<file path="config.mk">
export PLATFORM = sky130hd
export DESIGN_NAME = pwm_trip_guard
export DESIGN_NICKNAME = d
export VERILOG_FILES = /design/src/rtl/pwm_trip_guard.sv
export SDC_FILE = /design/constraint.sdc
export NUM_CORES = 1
export LEC_CHECK = 0
export ABC_AREA = 1
export CAP_MARGIN = 20
export CORE_AREA = 2 2 39 41
export CTS_CLUSTER_SIZE = 28
export DETAILED_ROUTE_END_ITERATION = 12
export DIE_AREA = 0 0 41 43
export PLACE_DENSITY = 0.75
export SLEW_MARGIN = 20
export SYNTH_ARGS = -nofsm -noshare
export SYNTH_HDL_FRONTEND = slang
export SYNTH_SLANG_ARGS = --single-unit
</file>
<file path="constraint.sdc">
create_clock -name clk -period 1.7 [get_ports clk]
set_input_delay 0.51 -clock clk [delete_from_list [all_inputs] [get_ports clk]]
set_output_delay 0.51 -clock clk [all_outputs]
set_load 0.02 [all_outputs]
</file>
<file path="src/rtl/pwm_trip_guard.sv">
module pwm_trip_guard #(
  parameter int SYNC_STAGES = 2
) (
  input  logic       clk,
  input  logic       rst_n,
  input  logic [3:0] pwm_in,
  input  logic       cmp1_trip,
  input  logic       cmp2_trip,
  input  logic       ext_trip,
  input  logic [2:0] trip_sel,
  input  logic [1:0] ac_safe,
  input  logic [1:0] bd_safe,
  input  logic       auto_restart,
  input  logic       flag_wr,
  input  logic       flag_wdata,
  input  logic       period_start,
  output logic [3:0] pin_out,
  output logic [3:0] pin_oe,
  output logic       trip_flag
);
  localparam int SW = 3 * SYNC_STAGES;

  logic [2:0]    trip_raw;
  logic [SW-1:0] sync_sr;
  logic          trip_now, trip_sync, flag_q, hold_q, force_safe;

  assign trip_raw  = {ext_trip, cmp2_trip, cmp1_trip};
  assign trip_now  = |(trip_raw & trip_sel);
  assign trip_sync = |(sync_sr[SW-1 -: 3] & trip_sel);

  generate
    if (SYNC_STAGES > 1) begin : g_deep
      always_ff @(posedge clk or negedge rst_n)
        if (!rst_n) sync_sr <= '0;
        else        sync_sr <= {sync_sr[SW-4:0], trip_raw};
    end else begin : g_single
      always_ff @(posedge clk or negedge rst_n)
        if (!rst_n) sync_sr <= '0;
        else        sync_sr <= trip_raw;
    end
  endgenerate

  always_ff @(posedge clk or negedge rst_n)
    if (!rst_n)            flag_q <= 1'b0;
    else if (trip_sync)    flag_q <= 1'b1;
    else if (flag_wr)      flag_q <= flag_wdata;
    else if (auto_restart) flag_q <= 1'b0;

  always_ff @(posedge clk or negedge rst_n)
    if (!rst_n)            hold_q <= 1'b0;
    else if (flag_q)       hold_q <= 1'b1;
    else if (period_start) hold_q <= 1'b0;

  assign force_safe = trip_now | flag_q | hold_q;
  assign trip_flag  = flag_q;

  generate
    for (genvar i = 0; i < 4; i++) begin : g_pin
      logic [1:0] st;
      assign st         = (i % 2 == 0) ? ac_safe : bd_safe;
      assign pin_oe[i]  = force_safe ? ~st[1] : 1'b1;
      assign pin_out[i] = force_safe ? (st[0] & ~st[1]) : pwm_in[i];
    end
  endgenerate
endmodule

</file>
==> metrics.txt <==
status finished, violations left; violated checks setup timing; Worst EP required 1.19 ns; Initial DRC Count 1; clk_lat worst skew 0.26 ns; Final period util 106%; Final setup viols 8; post-synthesis simple-gate area fraction 31.0%; number of max-cap violations 0; highest clock rate 0.557 GHz; top cell type's share of synthesized area 53.9%; post-synthesis compound-gate area fraction 7.07%; die area 1760 um2; Leak Pwr 0.000350 uW; worst-path fanout max 5; area grow syn2layout 87.9%; grt ovf 0; Finished Core Util 50.5%; Core Area 1380 um2; clock buffer count from CTS 3; Setup TNS -0.660 ns; top cells by area, synth dfrtp_1 (54%), nand2_1 (20%), nor2_4 (6.1%); WL/cell 10.4 um; IO Pins 29; Worst Setup Start Kind primary input; Via density 4.23; R2R Setup Slk 0.81 ns; hpwl dp 749 um; WP data arrival 1.29 ns; average cell area after synthesis 8.45 um2; IR drop worst, VDD 460 uV; fraction of layout cells with a size suffix above 1 34.7%; distinct cell type count after synthesis 11; H-tree depth 1; WL final 950 um; aggregate global-route resource usage 13.4%; Die Span X 41 um; Yosys top cell by area dfrtp_1; Mapped Nets 64; Synth Warn # 0; Setup Skew 0.00895 ns; via count of the first global-routing pass 360; antenna violations before repair 0; xor/xnor share of the synthesized area 0%; final hold violations 0; Pre-antenna DRT Iters 3; clk slew on worst S/H paths 0.05 ns; min cycle time layout 1.80 ns; TritonCTS clock tree yes; Antenna Cells 0; Seq/Total Area, Yosys 53.9%; DRC 0; design area 698 um2; commonest non-fill, non-tap cell in the layout nand2_1; Pwr Density 687 nW/um2; standard-cell rows 14; largest net degree at the start of global routing 9; nets@finish 97; DR vias 385; Routed Antenna Nets 0; crit end category output port; DP Area 672 um2; RSZ-0062 raised after global routing true; RePlAce Congestion 0.690; Netlist Area Pre-Place 372 um2; worst slew pin tran 0.325 ns; multi-input combinational cell area 161 um2; CTS sink cnt 8; #FFs+latches synth 8; Non-Filler Instances 91; Inst Count DP 88; Clock Path Buffers 2; final worst slack -0.0957 ns; mux contribution to synthesized area 0%; register area 200 um2; largest family of logic cells by synthesized area simple AND/OR/NAND/NOR gates; Max-slew headroom 78.2%; Fillers 138; post-synthesis cell count 44; hold_buf cts 0; DIE HEIGHT 43 um; PortBufs 28; Hold Crit Class register to register; first-pass GRT wire length 1.46 mm; WS Path Type primary input to output port; Slew Viols, Final 0; most frequent cells in the layout nand2_1 (16), clkdlybuf4s50_1 (9), dfrtp_1 (8), buf_6 (8), dlygate4sd2_1 (5); Synth Area in Adders 0%; initial core utilization 26.9%; Setup WS pre-CTS -0.900 ns; root buffer cell clkbuf_4
==> synth_stat cells <==
cell type  number
a21oi_1         1
buf_4           2
dfrtp_1         8
inv_1           4
nand2_1        20
nand2_2         1
nor2_1          3
nor2_4          2
o21ai_1         1
o21ai_2         1
o31ai_1         1
==> per-layer routing <==
metal / wire length, um / track usage, %
met3: 116 / 6.81
met2: 476 / 21.9
met4: 19 / 8.00
met1: 338 / 12.2
met5: 0 / 0
==> path summary, 6_finish.rpt <==
check	from	endpoint	cells after the start
setup / recovery	ext_trip	pin_out[0]	7
hold / removal	sync_sr[2]	sync_sr[5]	0
setup reg to reg	trip_flag	trip_flag	3
hold reg to reg	sync_sr[2]	sync_sr[5]	0
max in group asynchronous	rst_n	sync_sr[3]	1
min in group asynchronous	rst_n	sync_sr[1]	1
==> where the power goes <==
part | total [uW] | internal, uW | switching [uW]
clock network | 144 | 80.7 | 63.2
logic | 128 | 68.9 | 59.0
registers | 208 | 202 | 5.73
==> registers in the layout (all words and copies together) (netlist names) <==
register   cells
sync_sr        6
trip_flag      1
hold_q         1
==> cell type report <==
type | count | share of cell area, %
inverters | 4 | 2.15
repair buffers | 30 | 40.0
multi-input cells | 30 | 23.1
well taps | 16 | 2.87
clock buffers | 3 | 3.23
flip-flops and latches | 8 | 28.7
==> per-stage QoR <==
stage / total power, uW / hold slack [ns]
2_1_floorplan: 257 / 0.214
3_3_place_gp: 338 / 0.332
3_5_place_dp: 341 / 0.338
4_1_cts: 491 / 0.350
5_1_grt: 512 / 0.361
6_report: 480 / 0.346
==> logic make-up (layout without fill, tap and decap cells) <==
family | count (synthesis) | after routing
compound gates | 4 | 4
buf+inv | 6 | 37
flops | 8 | 8
simple gates | 26 | 26
==> critical path, stage by stage <==
cell and delay [ns]:
clkdlybuf4s15_1 0.19, nand2_2 0.10, nand2_4 0.07, nor2_4 0.14
nand2_1 0.06, nand2_1 0.09, buf_6 0.12
==> what timing repair did <==
| action | CTS | global route |
|---|---|---|
| setup endpoints to repair | 9 | 8 |
| gates resized for setup | 71 | 5 |
| pin swaps | 13 | 5 |
| setup buffers | 0 | 0 |
Power figures use the tool's default switching activity.
